===== src/rtl/serchain_rd.sv =====
module serchain_rd #(
  parameter int NCHIP = 4,
  parameter int DIVW  = 8
) (
  input  logic                          clk,
  input  logic                          rst_n,
  input  logic                          start,
  input  logic                          mode16,
  input  logic                          ignore_uv,
  input  logic                          fault_shared,
  input  logic [NCHIP-1:0]              fault_pin,
  input  logic [DIVW-1:0]               half_div,
  output logic                          sclk,
  output logic                          cs_n,
  input  logic                          miso,
  output logic                          busy,
  output logic                          done,
  output logic [NCHIP*8-1:0]            in_bits,
  output logic [NCHIP-1:0]              valid,
  output logic [NCHIP-1:0]              crc_err,
  output logic [NCHIP-1:0]              overtemp,
  output logic [NCHIP-1:0]              undervolt,
  output logic [NCHIP-1:0]              pin_fault,
  input  logic [$clog2(NCHIP*8)-1:0]    rd_idx,
  output logic                          rd_bit,
  output logic                          rd_ok
);
  localparam int NIN  = NCHIP * 8;
  localparam int MAXB = NCHIP * 16;
  localparam int CW   = $clog2(MAXB + 1);

  typedef enum logic [1:0] {S_IDLE, S_SHIFT, S_END} st_t;
  st_t st;

  logic [DIVW-1:0] dcnt;
  logic [CW-1:0]   nbits;
  logic [MAXB-1:0] rx;
  logic            m16_q, ign_q;

  logic [NIN-1:0]   nxt_in;
  logic [NCHIP-1:0] nxt_crc, nxt_ot, nxt_uv, nxt_pf;

  wire [CW-1:0] blen = m16_q ? CW'(MAXB) : CW'(NIN);

  function automatic logic [4:0] chk5(input logic [7:0] d);
    logic [7:0] r;
    r = d;
    for (int i = 0; i < 8; i++)
      r = r[7] ? ({r[6:0], 1'b0} ^ 8'hA8) : {r[6:0], 1'b0};
    return r[7:3];
  endfunction

  for (genvar c = 0; c < NCHIP; c++) begin : g_chip
    wire [7:0] w_in  = rx[MAXB-1-16*c -: 8];
    wire [4:0] w_chk = rx[MAXB-9-16*c -: 5];
    wire       w_uvn = rx[MAXB-14-16*c];
    wire       w_ot  = rx[MAXB-15-16*c];
    wire [7:0] b_in  = rx[NIN-1-8*c -: 8];
    wire       w_pin = fault_shared ? fault_pin[0] : fault_pin[c];
    assign nxt_in[8*c +: 8] = m16_q ? w_in : b_in;
    assign nxt_crc[c] = m16_q && (w_chk != chk5(w_in));
    assign nxt_ot[c]  = m16_q && w_ot;
    assign nxt_uv[c]  = m16_q && !ign_q && !w_uvn;
    assign nxt_pf[c]  = !ign_q && w_pin;
  end

  always_ff @(posedge clk or negedge rst_n) begin
    if (!rst_n) begin
      st        <= S_IDLE;
      cs_n      <= 1'b1;
      sclk      <= 1'b0;
      dcnt      <= '0;
      nbits     <= '0;
      rx        <= '0;
      m16_q     <= 1'b0;
      ign_q     <= 1'b0;
      done      <= 1'b0;
      in_bits   <= '0;
      valid     <= '0;
      crc_err   <= '0;
      overtemp  <= '0;
      undervolt <= '0;
      pin_fault <= '0;
    end else begin
      done <= 1'b0;
      case (st)
        S_IDLE: if (start) begin
          st    <= S_SHIFT;
          cs_n  <= 1'b0;
          sclk  <= 1'b0;
          dcnt  <= '0;
          nbits <= '0;
          m16_q <= mode16;
          ign_q <= ignore_uv;
        end
        S_SHIFT: begin
          if (dcnt == half_div) begin
            dcnt <= '0;
            sclk <= ~sclk;
            if (!sclk) begin
              rx    <= {rx[MAXB-2:0], miso};
              nbits <= nbits + 1'b1;
            end else if (nbits == blen) begin
              cs_n <= 1'b1;
              st   <= S_END;
            end
          end else begin
            dcnt <= dcnt + 1'b1;
          end
        end
        default: begin
          st        <= S_IDLE;
          done      <= 1'b1;
          in_bits   <= nxt_in;
          crc_err   <= nxt_crc;
          overtemp  <= nxt_ot;
          undervolt <= nxt_uv;
          pin_fault <= nxt_pf;
          valid     <= ~(nxt_crc | nxt_ot | nxt_uv | nxt_pf);
        end
      endcase
    end
  end

  assign busy   = (st != S_IDLE);
  assign rd_bit = in_bits[rd_idx];
  assign rd_ok  = valid[rd_idx >> 3];

  a_r1_idle_clock_low: assert property (@(posedge clk) disable iff (!rst_n)
    cs_n |-> !sclk);
  a_r2_bit_bound: assert property (@(posedge clk) disable iff (!rst_n)
    nbits <= blen);
  a_r4_done_after_cs: assert property (@(posedge clk) disable iff (!rst_n)
    $rose(cs_n) |=> done);
  a_r4_hold: assert property (@(posedge clk) disable iff (!rst_n)
    !done |-> ($stable(valid) && $stable(in_bits) && $stable(crc_err)));
  a_r9_byte_mode_quiet: assert property (@(posedge clk) disable iff (!rst_n)
    (done && !m16_q) |-> ((crc_err | overtemp | undervolt) == '0));
  a_r8_ignore_clears: assert property (@(posedge clk) disable iff (!rst_n)
    (done && ign_q) |-> (undervolt == '0 && pin_fault == '0));
  a_r10_valid_exclusive: assert property (@(posedge clk) disable iff (!rst_n)
    (valid & (crc_err | overtemp | undervolt | pin_fault)) == '0);
  a_r11_start_ignored: assert property (@(posedge clk) disable iff (!rst_n)
    (busy && start) |=> busy || done);
endmodule


===== config.mk =====
export PLATFORM = sky130hd
export DESIGN_NAME = serchain_rd
export DESIGN_NICKNAME = d
export VERILOG_FILES = /design/src/rtl/serchain_rd.sv
export SDC_FILE = /design/constraint.sdc
export NUM_CORES = 1
export LEC_CHECK = 0
export BUFFER_PORTS_ARGS = -buffer_cell sky130_fd_sc_hd__buf_4
export CORE_MARGIN = 3
export CORE_UTILIZATION = 50
export DETAILED_ROUTE_END_ITERATION = 7
export PLACE_DENSITY_LB_ADDON = 0.15
export SETUP_SLACK_MARGIN = 0.3
export SYNTH_ARGS = -nofsm -noshare
export SYNTH_HDL_FRONTEND = slang
export SYNTH_SLANG_ARGS = --single-unit

===== constraint.sdc =====
create_clock -name clk -period 4.4 [get_ports clk]
set_input_delay 0.88 -clock clk [delete_from_list [all_inputs] [get_ports clk]]
set_output_delay 0.88 -clock clk [all_outputs]
set_load 0.03 [all_outputs]

-- Word level (Yosys, flattened, before mapping)
Index checks and enable logic that the tools add are counted.
- register bits after elaboration: 138
- bits of input ports: 24
- logic and storage cells: 165
- add/subtract/negate cells: 2
- $lt $le $gt $ge: 2
- equal/unequal tests: 12
- multiplexer cells: 64
- bitwise operators: 37
- reduce and logical (&&, ||, !) cells: 33
- operators with widths (kind ; number):
    $mux W8 ; 38
    $not A3 Y3 ; 32
    $mux W7 ; 4
    $ne A5 B5 Y1 ; 4
    $logic_and A1 B1 Y1 ; 17
    $pmux W8 S2 ; 1
    $pmux W7 S2 ; 1
    $or A4 B4 Y4 ; 3
    $mux W1 ; 11
    $ne A2 B2 Y1 const B ; 5
    $add A8 B1 Y8 const B ; 1
    $eq A8 B8 Y1 ; 1
    $mux W2 ; 4
    $reduce_and A4 Y1 ; 2
    $add A7 B1 Y7 const B ; 1
    $eq A7 B7 Y1 ; 1
    $lt A5 B6 Y1 const B ; 1
    $reduce_and A3 Y1 ; 2
    $bmux W1 S5 ; 1
    $logic_not A1 Y1 ; 5
    $reduce_and A5 Y1 ; 1
    $not A4 Y4 ; 1
    $pmux W1 S2 ; 2
    $pmux W2 S2 ; 1
    other kinds (8) ; 10

-- Logic depth before layout (Yosys ltp)
Gate-level depths: netlist of the first run.
- depth after elaboration: 22
- gate-level depth with buffers: 9
- gate-level depth less buffers: 8

-- Worst setup path before layout of the first run
No wires, ideal clock.
- path type: input port to output port
- from: input rd_idx[0]
- to: output rd_bit
- arrival: 2656 ps
- data required time: 3520 ps
- slack: 864 ps
- stages: 4
- path buffers: 1
- cell sequence: clkbuf_1 mux4_2 mux4_2 mux2_2
- cells in the longest elaborated chain, start to end: 2
- ends and longest elaborated chain (item ; line ; text):
    start: declaration ; 24 ; input logic [$clog2(NCHIP*8)-1:0] rd_idx,
    $bmux W1 S5 ; 126 ; assign rd_bit = in_bits[rd_idx];
    $mux W1 (implied by the code) ; 126 ;
    end: declaration ; 25 ; output logic rd_bit,
Every way passes these cells. The select of a mux whose other input is x is not followed.

-- Worst setup path after layout of the first run
Same ends and word-level chain as after synthesis.

==> results_dict.tcl, run 1 <==
set metrics [dict create \
    core-area_um2 13500 \
    critical-path-top-delay-family "multiplexers" \
    cts_resized 0 \
    avgViaCountPerCell 5.63 \
    pre_cts_ws_ps 1020 \
    ctsHtreeMaxLevel 4 \
    period_needed_ps 3380 \
    ys.flop_type "dfrtp_1" \
    wl_um 16000 \
    yosysWarningCount 0 \
    wl_per_cell_um 18.7 \
    finalCritPeriodShare_pct 76.9 \
    final.setup.tns_ps 0 \
    drv_cap 0 \
    swShare_pct 23.0 \
    grt_max_degree 82 \
    cp_max_fo 8 \
    io_buffers 81 \
    synthArstFlopShare_pct 100 \
    drive_above_1_share_pct 27.6 \
    ir_drop_mv 0.324 \
    p_switching_mw 0.748 \
    synth_top_cell_by_area "dfrtp_1" \
    dieArea_um2 15400 \
    run_status "finished, final reports clean" \
    diodes 0 \
    yosysMostFrequentCell "dfrtp_1" \
    fmax_mhz 296 \
    placed_cell_area_um2 7700 \
    criticalPathCategory "in2out" \
    place_congestion 0.805 \
    start_util_pct 52.0 \
    cts_buffer_depth 2 \
    drtAntennaViolNets 0 \
    grt_pass1_wl_um 26500 \
    insertion_delay_ps 420 \
    place_hpwl_um 11500 \
    cts_tree "yes" \
    grt_use_total_pct 21.6 \
    crit_path_start_kind "input port" \
    holdBufCountCts 0 \
    path_cells "buf_4 > mux4_2 > mux4_2 > mux2_2 > buf_4" \
    synth.cell_area_um2 6990 \
    syn_inst 600 \
    drtIter0Drc 202 \
    rsz0062_at_grt "no" \
    post_cts_buffers 0 \
    grt_pass1_vias 4952 \
    finalSetupViolCount 0 \
    synth_seq_area_share_pct 49.4 \
    vias 4825 \
    finalHoldViolCount 0 \
    slew_headroom_pct 17.2 \
    die_h_um 124 \
    worstPathRequired_ps 3520 \
    drcViolationCount 0 \
    skew_ps 4.85 \
    cts-root-buf "clkbuf_16" \
    clock_sinks 138 \
    power.share.clock_pct 48.9 \
    leakage_nw 4.06 \
    syn-mean-instance-area_um2 11.7 \
    fin_area_um2 8370 \
    synth_common_cells "137 x dfrtp_1, 50 x xnor2_1, 49 x nor2_1, 44 x mux2_2, 41 x a21oi_1" \
    synth_area_leaders "dfrtp_1 49%, mux2_2 7.1%, xnor2_1 6.3%" \
    hp-class "in2async" \
    antenna_found_initial 0 \
    synth_edf_count 0 \
    dieWidth_um 124 \
    crit_buf_inv 2 \
    setup_ws_ps 1020 \
    pwr-share-comb_pct 8.0 \
    cpPeakStageDelay_ps 510 \
    syn_nets 627 \
    final_max_slew_viol_count 0 \
    gr-total-overflow 0 \
    placementRows 42 \
    pwr-share-seq_pct 43.1 \
    area_delta_synth_final_pct 19.7 \
    cts_buffers 17 \
    ios 82 \
    num-nets-final 695 \
    ys_types 52 \
    ys_ff_latch 138 \
    arrival_ps 2500 \
    power.internal_mw 2.51 \
    dr.pass1.iters 5 \
    synth.top_cell.area_share_pct 49.0 \
    cp-end-kind "primary output" \
    path_clk_slew_ps 60 \
    critical-path-slowest-cell "mux4_2" \
    p_per_area_nw_per_um2 389 \
    tightestPinTransition_ps 1230 \
]
[cell families after synthesis]
kind of cell / count (synthesis) / synth area share, %
DFF: 138 / 49.4
and+or+nand+nor: 130 / 8.50
buffers and inverters: 50 / 3.06
muxes: 112 / 19.2
AOI/OAI and AO/OA: 91 / 8.09
adders and majority gates: 3 / 0.537
xor gates and xnor gates: 76 / 11.2
[metal layers]
metal	GRT usage, %	up-vias	part of all wire (%)
li1	-	2258	-
met1	28.8	2418	44
met2	35.8	125	51
met3	3.82	24	3.8
met4	7.35	0	1.6
met5	0	-	0
[registers in the layout (all words and copies together), names as in the netlist]
signal and count:
in_bits 32, valid 4, nbits 7, crc_err 4, dcnt 8, sclk 1
done 1, st 2, rx 64, ign_q 1, undervolt 4, overtemp 4
pin_fault 4, cs_n 1, m16_q 1
[path summary, 6_finish.rpt]
check | start | to | slack (ps) | depth (start not counted)
min reg2reg | rx[48] | rx[49] | 490 | 1
max reg2reg | st[1] | rx[57] | 1440 | 5
min | rst_n | rx[36] | 490 | 1
max in group asynchronous | rst_n | in_bits[10] | 2960 | 2
min in group clk | rx[48] | rx[49] | 490 | 1
max | rd_idx[0] | rd_bit | 1020 | 5
[cell usage in the layout (no fill, tap or decap), drive strengths merged, types with 3 or more instances in the layout]
cell / count
mux2: 67
xnor3: 6
a22o: 4
and3: 5
o21ai: 23
clkinvlp: 4
buf: 86
nor2: 49
xor2: 18
clkbuf: 21
or2: 3
mux4: 11
nand3: 17
bufinv: 5
inv: 13
xnor2: 51
nor3: 8
o31ai: 7
mux2i: 34
a21oi: 41
dfrtp: 137
nand2: 29
ha: 3
nand2b: 6
or3: 6
[metrics by stage]
stage	power, mW	std cells	hold slack [ps]	util (%)
after floorplan	1.58	600	454	-
after global placement	1.67	825	469	57.2
after detailed placement	1.69	825	483	57.2
after CTS	3.29	857	498	62.2
after global routing	3.39	857	522	62.2
final	3.25	857	486	62.2
[power by group through the flow]
| stage | Sequential (mW) | Combinational (mW) | Clock [mW] |
|---|---|---|---|
| after floorplan | 1.40 | 0.175 | 0 |
| after global placement | 1.42 | 0.252 | 0 |
| after detailed placement | 1.42 | 0.265 | 0 |
| after CTS | 1.40 | 0.266 | 1.62 |
| after global routing | 1.41 | 0.294 | 1.68 |
| final | 1.40 | 0.262 | 1.59 |
[layout make-up]
type,instances,area (um2)
Fill cell,1094,5080
Clock inverter,11,190
Tap cell,176,220
Clock buffer,21,480
Timing Repair Buffer,86,649
Sequential cell,138,3460
Inverter,13,48.8
Multi-Input combinational cell,412,3320
[worst register-to-register path, cell delays in order, from the launching register on]
cell	delay, ps
dfrtp_2	400
inv_2	330
nand2_1	130
or4_2	1140
buf_4	470
mux2_1	370
Power figures use the tool's default switching activity.
==> inputs of run 2 (changes only) <==
==> constraint.sdc (replaced) <==
create_clock -name clk -period 3.3 [get_ports clk]
set_input_delay 0.66 -clock clk [delete_from_list [all_inputs] [get_ports clk]]
set_output_delay 0.66 -clock clk [all_outputs]
set_load 0.03 [all_outputs]
==> run 2 against run 1 <==
Effect of this change:
- sequential share of layout area rose by 0.73 points
- count of clock-buffer cells in the layout is 6 higher
- first-iteration DRC count grew 34%
- final area is 1.7% lower
- largest power group is now registers
- non-clock buffer count rose by 1
- critical path type is now reg2out
- via count down 2.5%
- die area stayed put
- flip-flop and latch count stayed put
- sequential power grew 34%
- combinational power grew 31%
- routed wire length decreased by 3.5%
- global-route usage down 1.0 points
==> results_dict.tcl, run 2 (synthesized netlist as in run 1, its figures left out) <==
set metrics [dict create \
    run_status "finished, final reports clean" \
    placementRows 42 \
    worstPathRequired_ps 2640 \
    grt_pass1_vias 4705 \
    vias 4704 \
    instances_no_fill 857 \
    start_util_pct 52.0 \
    power.total_mw 3.83 \
    r2r_cells 5 \
    criticalPathCategory "reg2out" \
    reg2reg_slack_ps 900 \
    io_buffers 81 \
    insertion_delay_ps 420 \
    drcViolationCount 0 \
    wl_um 15500 \
    top_register "rx" \
    grt_pass1_wl_um 25400 \
    finalCritPeriodShare_pct 89.4 \
    finalHoldViolCount 0 \
    layout_commonest_cell "dfrtp_1" \
    drtAntennaViolNets 0 \
    antenna_found_initial 0 \
    placed_cell_area_um2 7730 \
    slew_headroom_pct 21.6 \
    core-area_um2 13500 \
    holdBufCountCts 0 \
    ios 82 \
    cts_resized 0 \
    grt_use_total_pct 20.6 \
    skew_ps 9.20 \
    cts_tree "yes" \
    wl_per_cell_um 18.0 \
    ir_drop_mv 0.483 \
    tightestPinTransition_ps 1160 \
    drive_above_1_share_pct 26.3 \
    reg_top3 "rx (64), in_bits (32), dcnt (8)" \
    arrival_ps 2290 \
    rsz0062_at_grt "no" \
    place_hpwl_um 11000 \
    diodes 0 \
    finalSetupViolCount 0 \
    dieWidth_um 124 \
    ctsHtreeMaxLevel 4 \
    r2r_start "dcnt[3]" \
    seqCellArea_um2 3460 \
    place_congestion 0.846 \
    fill_cells 1143 \
    leakage_nw 4.00 \
    area_delta_synth_final_pct 17.6 \
    dieArea_um2 15400 \
    cts-root-buf "clkbuf_16" \
    num-nets-final 696 \
    whs_ps 285 \
    final.setup.tns_ps 0 \
    fmax_mhz 339 \
    cp_max_fo 3 \
    path_clk_slew_ps 50 \
    reg2reg_to "rx[49]" \
    p_per_area_nw_per_um2 465 \
    die_h_um 124 \
    drtIter0Drc 270 \
    avgViaCountPerCell 5.49 \
    placedCellCount 826 \
    period_needed_ps 2950 \
    drv_cap 0 \
    crit_path_start_kind "register" \
    largest_reg_flops 64 \
    post_cts_buffers 0 \
    cts_buffer_depth 2 \
    clock_sinks 138 \
    hp-class "in2async" \
    final_cell_mix "135 x dfrtp_1, 84 x buf_4, 50 x xnor2_1" \
    gr-total-overflow 0 \
    dr.pass1.iters 4 \
    cts_buffers 17 \
    final_max_slew_viol_count 0 \
    cp-end-kind "primary output" \
    grt_max_degree 82 \
    fin_area_um2 8230 \
    multi_input_area_um2 3320 \
]
==> run 2: cell types whose count changed in the layout (fill, tap and decap cells not counted), sizes merged <==
cell / previous run / this run
buf: 86 / 87
bufinv: 5 / 0
clkinv: 2 / 4
clkinvlp: 4 / 0
clkbuf: 21 / 27
==> run 2: final cells by class <==
class | count | share of cell area (%)
flip-flops and latches | 138 | 42.0
multi-input cells | 412 | 40.4
repair buffers | 87 | 8.29
clock buffers | 27 | 5.75
well taps | 176 | 2.68
inverters | 13 | 0.593
clock inverters | 4 | 0.243
==> run 2: routing by layer <==
layer / global-route usage, % / wire length [um]
met1: 28.4 / 7230
met2: 32.3 / 7540
met3: 4.50 / 406
met4: 7.35 / 286
met5: 0 / 0
==> run 2: worst max-delay path by stage <==
stage / from / endpoint / slack (ps) / cells past startpoint
finish: in_bits[10] / rd_bit / 350 / 4
global route: rd_idx[0] / rd_bit / 310 / 5
CTS: in_bits[10] / rd_bit / 340 / 4
detailed placement: rd_idx[0] / rd_bit / 370 / 5
global placement: rd_idx[0] / rd_bit / 370 / 5
floorplan: rd_idx[0] / rd_bit / 410 / 4
==> run 2: worst max-delay path, stage by stage, from the launching register on <==
cell and delay [ps]:
dfrtp_1 450, mux4_2 500, mux4_2 480, mux2_2 280
buf_4 170
==> run 2: per-stage QoR <==
stage                     worst slack [ps]  util (%)
after global routing                   307      61.1
after floorplan                        411         -
after CTS                              342      61.1
after global placement                 371      57.5
after detailed placement               374      57.5
final                                  350      61.1
==> run 2: power by group <==
| group | total (mW) | switching [mW] | internal (mW) |
|---|---|---|---|
| combinational | 0.342 | 0.177 | 0.165 |
| sequential | 1.87 | 0.106 | 1.76 |
| clock | 1.62 | 0.649 | 0.969 |
==> inputs of run 3 (changes only) <==
==> constraint.sdc (replaced) <==
create_clock -name clk -period 3.3 [get_ports clk]
set_input_delay 0.66 -clock clk [delete_from_list [all_inputs] [get_ports clk]]
set_output_delay 0.66 -clock clk [all_outputs]
set_load 0.05 [all_outputs]
==> run 3 against run 2 <==
Effect of this change:
- sequential share of layout area down 0.078 points
- via count is 1.3% higher
- non-clock buffer count unchanged
- fmax down 0.13%
- count of clock-buffer cells in the layout shrank 4
- sequential power hardly changed
- critical endpoint unchanged
- largest power group unchanged
==> results_dict.tcl, run 3 (synthesized netlist as in run 1, its figures left out) <==
set metrics [dict create \
    antenna_found_initial 0 \
    reg2reg_slack_ps 930 \
    arrival_ps 2290 \
    wl_per_cell_um 18.3 \
    cp-end-kind "primary output" \
    ctsHtreeMaxLevel 4 \
    final_cell_mix "133 x dfrtp_1, 83 x buf_4, 50 x xnor2_1" \
    layout_commonest_cell "dfrtp_1" \
    path_clk_slew_ps 50 \
    tightestPinTransition_ps 1130 \
    drive_above_1_share_pct 27.2 \
    holdBufCountCts 0 \
    dr.pass1.iters 5 \
    fill_cells 1080 \
    grt_max_degree 82 \
    cts_buffer_depth 2 \
    multi_input_area_um2 3320 \
    io_buffers 81 \
    drtAntennaViolNets 0 \
    final.setup.tns_ps 0 \
    crit_path_start_kind "register" \
    cts-root-buf "clkbuf_16" \
    num-nets-final 696 \
    drcViolationCount 0 \
    gr-total-overflow 0 \
    run_status "finished, final reports clean" \
    cp_max_fo 3 \
    finalHoldViolCount 0 \
    p_per_area_nw_per_um2 471 \
    rsz0062_at_grt "no" \
    ios 82 \
    area_delta_synth_final_pct 17.9 \
    whs_ps 262 \
    criticalPathCategory "reg2out" \
    seqCellArea_um2 3460 \
    period_needed_ps 2950 \
    core-area_um2 13500 \
    finalCritPeriodShare_pct 89.5 \
    insertion_delay_ps 410 \
    place_congestion 0.848 \
    slew_headroom_pct 23.6 \
    diodes 0 \
    finalSetupViolCount 0 \
    wl_um 15600 \
    dieWidth_um 124 \
    grt_pass1_wl_um 25500 \
    drv_cap 0 \
    hp-class "in2async" \
    start_util_pct 52.0 \
    avgViaCountPerCell 5.59 \
    die_h_um 124 \
    leakage_nw 4.01 \
    place_hpwl_um 11000 \
    cts_tree "yes" \
    dieArea_um2 15400 \
    ir_drop_mv 0.516 \
    placementRows 42 \
    vias 4766 \
    largest_reg_flops 64 \
    grt_pass1_vias 4735 \
    reg_top3 "rx (64), in_bits (32), dcnt (8)" \
    final_max_slew_viol_count 0 \
    fmax_mhz 339 \
    clock_sinks 138 \
    r2r_cells 6 \
    power.total_mw 3.88 \
    worstPathRequired_ps 2640 \
    top_register "rx" \
    cts_buffers 17 \
    skew_ps 8.95 \
    drtIter0Drc 371 \
    grt_use_total_pct 20.8 \
]
[run 3: worst max-delay path: stages (launching register included)]
cell and delay, ps:
dfrtp_1 450, mux4_2 490, mux4_2 480, mux2_2 280
buf_4 190
[run 3: path summary, 6_finish.rpt]
kind	end	startpoint
worst max-delay path	rd_bit	in_bits[8]
worst min-delay path	rx[36]	rst_n
worst max register to register	valid[2]	rx[25]
worst min register to register	rx[49]	rx[48]
max in group asynchronous	in_bits[10]	rst_n
min in group clk	ign_q	ignore_uv
[run 3: metal layers]
layer	vias up	wire [um]	track usage, %
li1	2249	-	-
met1	2395	7060	28.4
met2	105	7780	33.1
met3	17	561	4.72
met4	0	216	6.90
met5	-	0	0
[run 3: what timing repair did]
item | 4_1_cts | 5_1_grt
setup buffers | 0 | 0
setup endpoints to repair | 0 | 1
resized for setup | 0 | 3
[run 3: power by group]
part | switching [mW] | internal (mW) | total (mW)
registers | 0.107 | 1.76 | 1.87
logic | 0.196 | 0.167 | 0.363
clock network | 0.641 | 1.01 | 1.65
[run 3: cell type report]
class | instances | area share [%]
clock buffer | 23 | 5.92
sequential | 138 | 42.0
timing repair buffer | 87 | 8.31
multi-input combinational | 412 | 40.3
tap | 176 | 2.67
clock inverter | 4 | 0.243
inverter | 13 | 0.592
[run 3: metrics by stage]
step	setup slack [ps]	cells	utilization, %	cell area [um2]
2_1_floorplan	368	600	-	6990
3_5_place_dp	326	826	57.5	7730
6_report	347	853	61.3	8250
3_3_place_gp	349	826	57.5	7730
4_1_cts	312	853	61.3	8240
5_1_grt	307	853	61.3	8250
